--- config.mk ---
export PLATFORM = sky130hd
export DESIGN_NAME = refr_sched
export DESIGN_NICKNAME = d
export VERILOG_FILES = /design/src/rtl/refr_pkg.sv /design/src/rtl/refr_interval_timer.sv /design/src/rtl/refr_owed_ctr.sv /design/src/rtl/refr_cbr_seq.sv /design/src/rtl/refr_sched.sv
export SDC_FILE = /design/constraint.sdc
export NUM_CORES = 1
export LEC_CHECK = 0
export BUFFER_PORTS_ARGS = -buffer_cell sky130_fd_sc_hd__buf_2
export CAP_MARGIN = 25
export CORE_MARGIN = 2
export CORE_UTILIZATION = 55
export CTS_CLUSTER_DIAMETER = 30
export CTS_CLUSTER_SIZE = 12
export DETAILED_ROUTE_END_ITERATION = 10
export HOLD_SLACK_MARGIN = 0.15
export MAX_ROUTING_LAYER = met4
export PLACE_DENSITY = 0.8
export SLEW_MARGIN = 20
export SYNTH_ARGS = -nofsm -noshare
export SYNTH_HDL_FRONTEND = slang
export SYNTH_SLANG_ARGS = --single-unit
--- constraint.sdc ---
create_clock -name clk -period 5.95 [get_ports clk]
set_input_delay 0.595 -clock clk [delete_from_list [all_inputs] [get_ports clk]]
set_output_delay 0.595 -clock clk [all_outputs]
set_load 0.02 [all_outputs]
--- src/rtl/refr_pkg.sv ---
package refr_pkg;

  typedef enum logic [2:0] {
    SQ_IDLE,
    SQ_PRE,
    SQ_CSR,
    SQ_CHR,
    SQ_HOLD,
    SQ_TAIL
  } seq_state_t;

  typedef enum logic [1:0] {
    PH_PAUSE,
    PH_INIT,
    PH_RUN
  } phase_t;

  // nanoseconds to clock cycles, rounded up, never below one
  function automatic int ns_to_cyc(input int ns, input int clk_ns);
    int c;
    c = (ns + clk_ns - 1) / clk_ns;
    return (c < 1) ? 1 : c;
  endfunction

  function automatic int max_of(input int a, input int b);
    return (a > b) ? a : b;
  endfunction

endpackage

--- src/rtl/refr_interval_timer.sv ---
module refr_interval_timer #(
  parameter int INTERVAL_CYC = 3125
) (
  input  logic clk,
  input  logic rst,
  input  logic en,
  output logic tick
);
  localparam int LIM = (INTERVAL_CYC < 2) ? 2 : INTERVAL_CYC;
  localparam int CW  = $clog2(LIM + 1);

  logic [CW-1:0] cnt;
  logic          wrap;

  assign wrap = (cnt == CW'(LIM - 1));
  assign tick = en && wrap;

  always_ff @(posedge clk) begin
    if (rst || !en) begin
      cnt <= '0;
    end else begin
      cnt <= wrap ? '0 : cnt + 1'b1;
    end
  end

endmodule

--- src/rtl/refr_owed_ctr.sv ---
module refr_owed_ctr #(
  parameter int MAX_OWED = 8
) (
  input  logic                          clk,
  input  logic                          rst,
  input  logic                          tick,
  input  logic                          fin,
  output logic [$clog2(MAX_OWED+1)-1:0] owed
);
  localparam int OW = $clog2(MAX_OWED + 1);

  logic [OW-1:0] owed_n;

  always_comb begin
    owed_n = owed;
    unique case ({tick, fin})
      2'b10:   if (owed != OW'(MAX_OWED)) owed_n = owed + 1'b1;
      2'b01:   if (owed != '0) owed_n = owed - 1'b1;
      default: owed_n = owed;
    endcase
  end

  always_ff @(posedge clk) begin
    if (rst) owed <= '0;
    else     owed <= owed_n;
  end

  AST_NO_OVERFLOW: assert property (@(posedge clk) disable iff (rst)
    int'(owed) <= MAX_OWED);

  AST_NO_UNDERFLOW: assert property (@(posedge clk) disable iff (rst)
    fin |-> (owed != '0));

endmodule

--- src/rtl/refr_cbr_seq.sv ---
module refr_cbr_seq
  import refr_pkg::*;
#(
  parameter int RP_CYC   = 8,
  parameter int CSR_CYC  = 1,
  parameter int CHR_CYC  = 2,
  parameter int HOLD_CYC = 10
) (
  input  logic clk,
  input  logic rst,
  input  logic go,
  output logic ras_n,
  output logic cas_n,
  output logic drive,
  output logic fin
);
  localparam int MAXD = max_of(max_of(RP_CYC, CSR_CYC), max_of(CHR_CYC, HOLD_CYC));
  localparam int CW   = $clog2(MAXD + 1);

  seq_state_t    st, st_n;
  logic [CW-1:0] cnt, cnt_n;
  logic          last;

  assign last = (cnt == '0);
  assign fin  = (st == SQ_HOLD) && last;

  always_comb begin
    st_n  = st;
    cnt_n = last ? cnt : cnt - 1'b1;
    unique case (st)
      SQ_IDLE: begin
        cnt_n = cnt;
        if (go) begin
          st_n  = SQ_PRE;
          cnt_n = CW'(RP_CYC - 1);
        end
      end
      SQ_PRE: if (last) begin
        st_n  = SQ_CSR;
        cnt_n = CW'(CSR_CYC - 1);
      end
      SQ_CSR: if (last) begin
        st_n  = SQ_CHR;
        cnt_n = CW'(CHR_CYC - 1);
      end
      SQ_CHR: if (last) begin
        st_n  = SQ_HOLD;
        cnt_n = CW'(HOLD_CYC - 1);
      end
      SQ_HOLD: if (last) begin
        st_n  = go ? SQ_PRE : SQ_TAIL;
        cnt_n = CW'(RP_CYC - 1);
      end
      SQ_TAIL: if (last) st_n = SQ_IDLE;
      default: st_n = SQ_IDLE;
    endcase
  end

  always_ff @(posedge clk) begin
    if (rst) begin
      st    <= SQ_IDLE;
      cnt   <= '0;
      ras_n <= 1'b1;
      cas_n <= 1'b1;
      drive <= 1'b0;
    end else begin
      st    <= st_n;
      cnt   <= cnt_n;
      ras_n <= !((st_n == SQ_CHR) || (st_n == SQ_HOLD));
      cas_n <= !((st_n == SQ_CSR) || (st_n == SQ_CHR));
      drive <= (st_n != SQ_IDLE);
    end
  end

  AST_CAS_LEADS: assert property (@(posedge clk) disable iff (rst)
    $fell(ras_n) |-> (!cas_n && $past(!cas_n)));

  AST_CAS_RISE_IN_ROW: assert property (@(posedge clk) disable iff (rst)
    $rose(cas_n) |-> (!ras_n && $past(!ras_n)));

endmodule

--- src/rtl/refr_sched.sv ---
module refr_sched
  import refr_pkg::*;
#(
  parameter int CLK_NS       = 5,
  parameter bit LOW_POWER    = 1'b0,
  parameter int ROWS         = 2048,
  parameter int WINDOW_NS    = 32_000_000,
  parameter int WINDOW_LP_NS = 128_000_000,
  parameter int PAUSE_NS     = 200_000,
  parameter int INIT_CYCLES  = 8,
  parameter int MAX_OWED     = 8,
  parameter int T_RP_NS      = 40,
  parameter int T_RAS_NS     = 60,
  parameter int T_CSR_NS     = 5,
  parameter int T_CHR_NS     = 10
) (
  input  logic clk,
  input  logic rst,
  input  logic bus_gnt,
  output logic bus_req,
  output logic req_urgent,
  output logic init_done,
  output logic strobe_drive,
  output logic ras_n,
  output logic cas_n,
  output logic we_n
);
  localparam int WIN_NS       = LOW_POWER ? WINDOW_LP_NS : WINDOW_NS;
  localparam int INTERVAL_CYC = max_of(2, WIN_NS / ROWS / CLK_NS);
  localparam int PAUSE_CYC    = ns_to_cyc(PAUSE_NS, CLK_NS);
  localparam int RP_CYC       = ns_to_cyc(T_RP_NS, CLK_NS);
  localparam int RAS_CYC      = ns_to_cyc(T_RAS_NS, CLK_NS);
  localparam int CSR_CYC      = ns_to_cyc(T_CSR_NS, CLK_NS);
  localparam int CHR_CYC      = ns_to_cyc(T_CHR_NS, CLK_NS);
  localparam int HOLD_CYC     = max_of(1, RAS_CYC - CHR_CYC);
  localparam int PW           = $clog2(PAUSE_CYC + 1);
  localparam int IW           = $clog2(INIT_CYCLES + 1);
  localparam int OW           = $clog2(MAX_OWED + 1);

  phase_t        phase;
  logic [PW-1:0] pause_cnt;
  logic [IW-1:0] init_left;
  logic [OW-1:0] owed;
  logic          tick, fin, go, run, seq_busy;

  assign run = (phase == PH_RUN);

  always_comb begin
    unique case (phase)
      PH_INIT: go = int'(init_left) > int'(fin);
      PH_RUN:  go = bus_gnt && (int'(owed) > int'(fin));
      default: go = 1'b0;
    endcase
  end

  always_ff @(posedge clk) begin
    if (rst) begin
      phase     <= PH_PAUSE;
      pause_cnt <= PW'(PAUSE_CYC - 1);
      init_left <= IW'(INIT_CYCLES);
    end else begin
      unique case (phase)
        PH_PAUSE: begin
          if (pause_cnt == '0) phase <= PH_INIT;
          else                 pause_cnt <= pause_cnt - 1'b1;
        end
        PH_INIT: begin
          if (fin) init_left <= init_left - 1'b1;
          if ((init_left == '0) && !seq_busy) phase <= PH_RUN;
        end
        default: phase <= PH_RUN;
      endcase
    end
  end

  refr_interval_timer #(.INTERVAL_CYC(INTERVAL_CYC)) u_timer (
    .clk  (clk),
    .rst  (rst),
    .en   (run),
    .tick (tick)
  );

  refr_owed_ctr #(.MAX_OWED(MAX_OWED)) u_owed (
    .clk  (clk),
    .rst  (rst),
    .tick (tick),
    .fin  (fin && run),
    .owed (owed)
  );

  refr_cbr_seq #(
    .RP_CYC   (RP_CYC),
    .CSR_CYC  (CSR_CYC),
    .CHR_CYC  (CHR_CYC),
    .HOLD_CYC (HOLD_CYC)
  ) u_seq (
    .clk   (clk),
    .rst   (rst),
    .go    (go),
    .ras_n (ras_n),
    .cas_n (cas_n),
    .drive (seq_busy),
    .fin   (fin)
  );

  assign strobe_drive = seq_busy;
  assign init_done    = run;
  assign bus_req      = run && (owed != '0);
  assign req_urgent   = run && (owed == OW'(MAX_OWED));
  assign we_n         = 1'b1;

  AST_PAUSE_QUIET: assert property (@(posedge clk) disable iff (rst)
    (phase == PH_PAUSE) |-> !seq_busy);

  AST_GNT_AT_START: assert property (@(posedge clk) disable iff (rst)
    (run && $rose(seq_busy)) |-> $past(bus_gnt));

  AST_URGENT_IMPLIES_REQ: assert property (@(posedge clk) disable iff (rst)
    req_urgent |-> (bus_req && !$past(rst) && $past(init_done)));

endmodule

==> impl_metrics.tcl, run 1 <==
set metrics [dict create \
    synth_ff_type "dfxtp_1" \
    power_frac_seq 0.466 \
    syn_area_um2 2620 \
    cap_violations 0 \
    grt_pass1_vias 1944 \
    ant_nets 0 \
    n_fill_cell 404 \
    avgRoutedWirePerCell_um 13.2 \
    p_int_mw 0.522 \
    critPathCaptureType "flip-flop" \
    cp.arrival_ns 2.99 \
    startpoint_type "flip-flop" \
    rows 25 \
    first_pass_iters 4 \
    hold_violations 0 \
    dieArea_um2 5320 \
    worstSkewPairLatency_ns 0.29 \
    p_sw_frac 0.342 \
    cp_max_fo 17 \
    finish.utilization 0.592 \
    io_buffers 8 \
    combinationalPowerShare 0.284 \
    clock_power_share 0.250 \
    drc_errors 0 \
    max_freq_mhz 359 \
    ys_ff_latch 48 \
    worstHoldPathType "flip-flop to flip-flop" \
    post-route-min-period_ns 2.79 \
    nets 334 \
    fin_setup_tns_ns 0 \
    clk_pin_slew_ns 0.08 \
    drv_slew 0 \
    gp_congestion 0.854 \
    synth.most_common_cell "dfxtp_1" \
    grt_antenna_before_repair 0 \
    coreArea_um2 4660 \
    yosysUniqueCellTypes 54 \
    p_per_area_nw_per_um2 288 \
    cts_sinks 48 \
    wirelength_mm 4.91 \
    hold_slack_ns 0.471 \
    status "completed" \
    detailed_place_hpwl_mm 3.48 \
    grt_max_degree 24 \
    required_ns 6.15 \
    rrSetupSlack_ns 3.16 \
    fin_crit_sh 0.468 \
    ctsResizeCount 0 \
    synthCells 313 \
    die_w_um 73.0 \
    yosys-top-cells-count "48 x dfxtp_1, 34 x nor2_1, 25 x nand2_1" \
    area_growth_pct 5.50 \
    track_usage 0.206 \
    synth_edf_count 0 \
    cts_buffer_depth 2 \
    ys_seq_area_frac 0.367 \
    rsz0062_at_grt "no" \
    p_sw_mw 0.272 \
    cts_buffers 5 \
    die_h_um 73.0 \
    grt.overflow.total 0 \
    leakagePower_nw 1.03 \
    max-vdd-ir-drop_mv 0.225 \
    cts-root-buf "clkbuf_8" \
    synth.avg_cell_area_um2 8.35 \
    setup_viol 0 \
    yosysTopAreaCellShare 0.367 \
    slew-limit-headroom 0.474 \
    worstMarginPinSlew_ns 0.789 \
    async_reset_ff_frac 0 \
    ys_top_cells_by_area "dfxtp_1 37%, ha_1 6.2%, xor2_1 5.0%, nor2_1 4.9%, a21oi_1 4.0%" \
    grt_pass1_wl_mm 8.58 \
    postCtsSetupBuffers 0 \
    ys_warn_count 0 \
    io_pins 10 \
    diodes 0 \
    initial_utilization 0.561 \
    cts_tree "done" \
    holdBufCountCts 0 \
    critical_path_class "flip-flop to flip-flop" \
    vias 2148 \
    synth_top_area_cell "dfxtp_1" \
    drt-initial-drc-count 116 \
    via_per_inst 5.77 \
    syn_nets 330 \
    htree_levels 2 \
    finalClockSkew_ns 0.00362 \
    drive_gt1_frac 0.0723 \
]
-- per-stage QoR --
step	power, mW	std cells	setup WS, ns	area, um2
2_1_floorplan	0.545	313	3.42	2620
3_3_place_gp	0.593	364	3.31	2670
3_5_place_dp	0.598	364	3.21	2670
4_1_cts	0.798	372	3.18	2760
5_1_grt	0.843	372	2.74	2760
6_report	0.794	372	3.16	2760
-- layout by cell type (no fill, tap or decap), drive strengths merged, types with 2 or more instances in the layout --
cell type,Yosys,layout
or2,2,2
nor4,4,4
and3,5,5
o211ai,7,7
a21boi,3,3
xor2,15,15
dfxtp,48,48
clkbuf,9,8
or4,5,5
inv,24,24
nand4,2,2
or3,7,7
o31ai,3,3
o41ai,5,5
nand2,25,25
xnor2,7,7
ha,13,13
o21ai,8,8
a21o,2,2
nand2b,3,3
nor3,8,8
or4b,2,2
mux2i,2,2
buf,3,9
a21oi,21,21
a211oi,2,2
a311oi,4,4
nand3,16,16
nor2b,2,2
nor2,34,34
o2111ai,2,2
nor3b,4,4
-- worst max-delay path, cell delays in order (launching register included) --
cell and delay, ns:
dfxtp_1 0.63, nor3b_1 0.48, nand2_1 0.24, nor2_1 0.24
ha_1 0.27, a21o_1 0.18, a21oi_1 0.22, o21ai_0 0.14
a41o_1 0.25, o41ai_1 0.05
-- flip-flops by register name, indices dropped and copies added, names as in the netlist --
signal and flops:
u_seq.st 3, init_left 4, u_seq.ras_n 1, u_seq.cnt 4, u_owed.owed 4, pause_cnt 16, u_seq.drive 1, u_timer.cnt 12
phase 2, u_seq.cas_n 1
-- area by class of cell --
cell class | count | area [um2] | area share
sequential | 48 | 961 | 0.348
clock buffer | 8 | 90.1 | 0.0327
inverter | 24 | 90.1 | 0.0327
timing repair buffer | 9 | 47.5 | 0.0172
tap | 54 | 67.6 | 0.0245
multi-input combinational | 229 | 1500 | 0.545
-- power by group through the flow --
stage / clock (mW) / sequential (mW) / combinational, mW
final: 0.199 / 0.370 / 0.225
after floorplan: 0 / 0.367 / 0.178
after global placement: 0 / 0.376 / 0.216
after CTS: 0.206 / 0.370 / 0.223
after detailed placement: 0 / 0.377 / 0.221
after global routing: 0.217 / 0.374 / 0.253
-- per-layer routing --
metal	up-vias	GRT usage	wire length [um]
li1	1114	-	-
met1	989	0.266	2450
met2	38	0.330	2230
met3	7	0.0290	156
met4	0	0.0741	72
met5	-	-	0
-- cells by family after synthesis --
family,Yosys count,synth area share
AND/OR/NAND/NOR,121,0.231
AO/OA/AOI/OAI,69,0.191
multiplexers,2,0.00766
adder cells (fa/ha/maj),14,0.0699
buffers and inverters,36,0.0579
XOR/XNOR,22,0.0737
flip-flops,48,0.367
other,1,0.00143
-- final timing paths --
| kind | start | endpoint | cells after the start |
|---|---|---|---|
| max | u_seq.st[2] | u_owed.owed[3] | 9 |
| min | u_timer.cnt[0] | u_timer.cnt[0] | 1 |
| max reg2reg | u_seq.st[2] | u_owed.owed[3] | 9 |
| min reg2reg | u_timer.cnt[0] | u_timer.cnt[0] | 1 |
Power figures use the tool's default switching activity.
==> run 2: changes to the inputs <==
--- a/config.mk
+++ b/config.mk
@@ -5,6 +5,7 @@
 export SDC_FILE = /design/constraint.sdc
 export NUM_CORES = 1
 export LEC_CHECK = 0
+export ABC_AREA = 1
 export BUFFER_PORTS_ARGS = -buffer_cell sky130_fd_sc_hd__buf_2
 export CAP_MARGIN = 25
 export CORE_MARGIN = 2
==> constraint.sdc (replaced) <==
create_clock -name clk -period 2.7 [get_ports clk]
set_input_delay 0.27 -clock clk [delete_from_list [all_inputs] [get_ports clk]]
set_output_delay 0.27 -clock clk [all_outputs]
set_load 0.02 [all_outputs]
==> impl_metrics.tcl, run 2 <==
set metrics [dict create \
    status "completed" \
    synth_ff_type "dfxtp_1" \
    top_regs "pause_cnt x16, u_timer.cnt x12" \
    worstHoldPathType "primary input to flip-flop" \
    cpLargestDelayFamily "simple AND/OR/NAND/NOR gates" \
    initial_utilization 0.565 \
    fin_setup_tns_ns 0 \
    cts_buffers 5 \
    m1WireLength_mm 2.56 \
    grt_pass1_vias 2379 \
    cts_sinks 48 \
    max_freq_mhz 453 \
    async_reset_ff_frac 0 \
    p_sw_frac 0.419 \
    syn_area_um2 2870 \
    largest_reg_flops 16 \
    gp_congestion 0.890 \
    clock_power_share 0.194 \
    ys_top_cells_by_area "dfxtp_1 34%, nand2_1 11%, nor2_1 6.3%, inv_1 5.9%, ha_1 5.7%" \
    ys_warn_count 0 \
    yosysTopAreaCellShare 0.335 \
    p_sw_mw 0.961 \
    setup_ws_ns 0.495 \
    clk_pin_slew_ns 0.08 \
    worstSkewPairLatency_ns 0.30 \
    cpPeakStageDelay_ns 0.33 \
    avgRoutedWirePerCell_um 11.3 \
    critical_path_class "flip-flop to flip-flop" \
    synth.most_common_cell "nand2_1" \
    crit_chain "inv_1 > ha_1 > nand3_4 > nor2_8 > nand2_4 > nor2_8 > ha_1 > a21oi_1 > nand2_1 > nand4_1 > nand2_1 > a21oi_1 > nor2_1" \
    drt-initial-drc-count 94 \
    yosysUniqueCellTypes 43 \
    max-vdd-ir-drop_mv 0.383 \
    ant_nets 0 \
    p_int_mw 1.33 \
    grt_antenna_before_repair 0 \
    ctsResizeCount 0 \
    power_frac_seq 0.388 \
    dieArea_um2 5810 \
    wl_met2_mm 2.71 \
    leakagePower_nw 1.30 \
    grt.overflow.total 0 \
    detailed_place_hpwl_mm 4.14 \
    nets 430 \
    io_buffers 8 \
    area_growth_pct 6.28 \
    synth_edf_count 0 \
    coreArea_um2 5070 \
    rsz0062_at_grt "no" \
    hold_slack_ns 0.383 \
    required_ns 2.91 \
    drv_slew 0 \
    grt_max_degree 20 \
    finalClockSkew_ns 0.00423 \
    cts-root-buf "clkbuf_8" \
    holdBufCountCts 0 \
    n_fill_cell 476 \
    setup_viol 0 \
    cp_max_fo 8 \
    cts_buffer_depth 2 \
    synthCells 405 \
    fin_crit_sh 0.817 \
    mostFrequentLayoutCells "84 x nand2_1, 48 x nor2_1, 48 x dfxtp_1" \
    critPathCaptureType "flip-flop" \
    place_worst_setup_slack_ns 0.479 \
    ys_ff_latch 48 \
    combinationalPowerShare 0.418 \
    cts_tree "done" \
    hold_violations 0 \
    rows 26 \
    cap_violations 0 \
    track_usage 0.209 \
    startpoint_type "flip-flop" \
    post-route-min-period_ns 2.21 \
    die_w_um 76.2 \
    ys_seq_area_frac 0.335 \
    top_register "pause_cnt" \
    cp_num_buf_inv 1 \
    drc_errors 0 \
    syn_nets 422 \
    p_per_area_nw_per_um2 752 \
    vias 2439 \
    top_layer_used "met4" \
    die_h_um 76.2 \
    mostFrequentLayoutCell "nand2_1" \
    wirelength_mm 5.46 \
    htree_levels 2 \
    synth.avg_cell_area_um2 7.08 \
    first_pass_iters 5 \
    worst_path_max_delay_cell "dfxtp_1" \
    io_pins 10 \
    drive_gt1_frac 0.138 \
    cp.arrival_ns 2.41 \
    synth_top_area_cell "dfxtp_1" \
    grt_pass1_wl_mm 9.81 \
    diodes 0 \
    yosys-top-cells-count "84 x nand2_1, 48 x dfxtp_1, 48 x nor2_1" \
    postCtsSetupBuffers 0 \
    dr_wl_met3_um 108 \
    via_per_inst 5.04 \
]
## run 2: cell types whose count changed in the layout (fill, tap and decap cells not counted), moves of 7 or more
cell / delta
nand2_1: +59
inv_1: +21
nor2_1: +14
inv_2: +9
nand4_1: +8
nand2_2: +7
nor3_1: +7
or3_1: -7
## run 2: path summary, 6_finish.rpt
kind                                   start        endpoint  slack, ns  cells past startpoint
worst max-delay path            u_seq.cnt[0]  u_owed.owed[3]       0.49                     13
worst min register to register  init_left[3]    init_left[3]       0.45                      1
worst max register to register  u_seq.cnt[0]  u_owed.owed[3]       0.49                     13
worst min-delay path                     rst     u_seq.drive       0.38                      2
## run 2: metal layers
metal / vias to the layer above / global-route usage
li1: 1304 / -
met1: 1106 / 0.236
met2: 21 / 0.373
met3: 8 / 0.0367
met4: 0 / 0.0709
met5: - / -
## run 2: cell type report
type | count | area, um2 | share of cell area
Tap cell | 70 | 87.6 | 0.0287
Inverter | 56 | 211 | 0.0694
Clock buffer | 8 | 90.1 | 0.0296
Multi-Input combinational cell | 293 | 1650 | 0.541
Sequential cell | 48 | 961 | 0.315
Timing Repair Buffer | 9 | 47.5 | 0.0156
## run 2: metrics by stage
| stage | power, mW | util | std cells | instance area, um2 |
|---|---|---|---|---|
| after floorplan | 1.70 | - | 405 | 2870 |
| after global placement | 1.84 | 0.583 | 476 | 2960 |
| after detailed placement | 1.87 | 0.583 | 476 | 2960 |
| after CTS | 2.32 | 0.601 | 484 | 3050 |
| after global routing | 2.47 | 0.601 | 484 | 3050 |
| final | 2.29 | 0.601 | 484 | 3050 |
## run 2: kinds of logic (layout without fill, tap and decap cells)
group | Yosys count | count (layout) | share of synthesized area
AO/OA/AOI/OAI | 51 | 51 | 0.101
XOR/XNOR | 14 | 14 | 0.0428
adder cells (fa/ha/maj) | 14 | 14 | 0.0637
buffers and inverters | 64 | 73 | 0.0894
flip-flops | 48 | 48 | 0.335
other | 1 | 1 | 0.00131
AND/OR/NAND/NOR | 213 | 213 | 0.366
## run 2: worst reg2reg max path: stages (launching register included)
cell	delay [ns]
dfxtp_1	0.33
inv_1	0.10
ha_1	0.27
nand3_4	0.18
nor2_8	0.17
nand2_4	0.08
nor2_8	0.15
ha_1	0.28
a21oi_1	0.13
nand2_1	0.08
nand4_1	0.09
nand2_1	0.07
a21oi_1	0.12
nor2_1	0.05
## run 2: power by group through the flow
stage	combinational, mW	clock [mW]	sequential (mW)
after CTS	0.969	0.459	0.890
after detailed placement	0.966	0	0.905
after global placement	0.940	0	0.903
after floorplan	0.794	0	0.903
final	0.959	0.444	0.889
after global routing	1.09	0.483	0.905
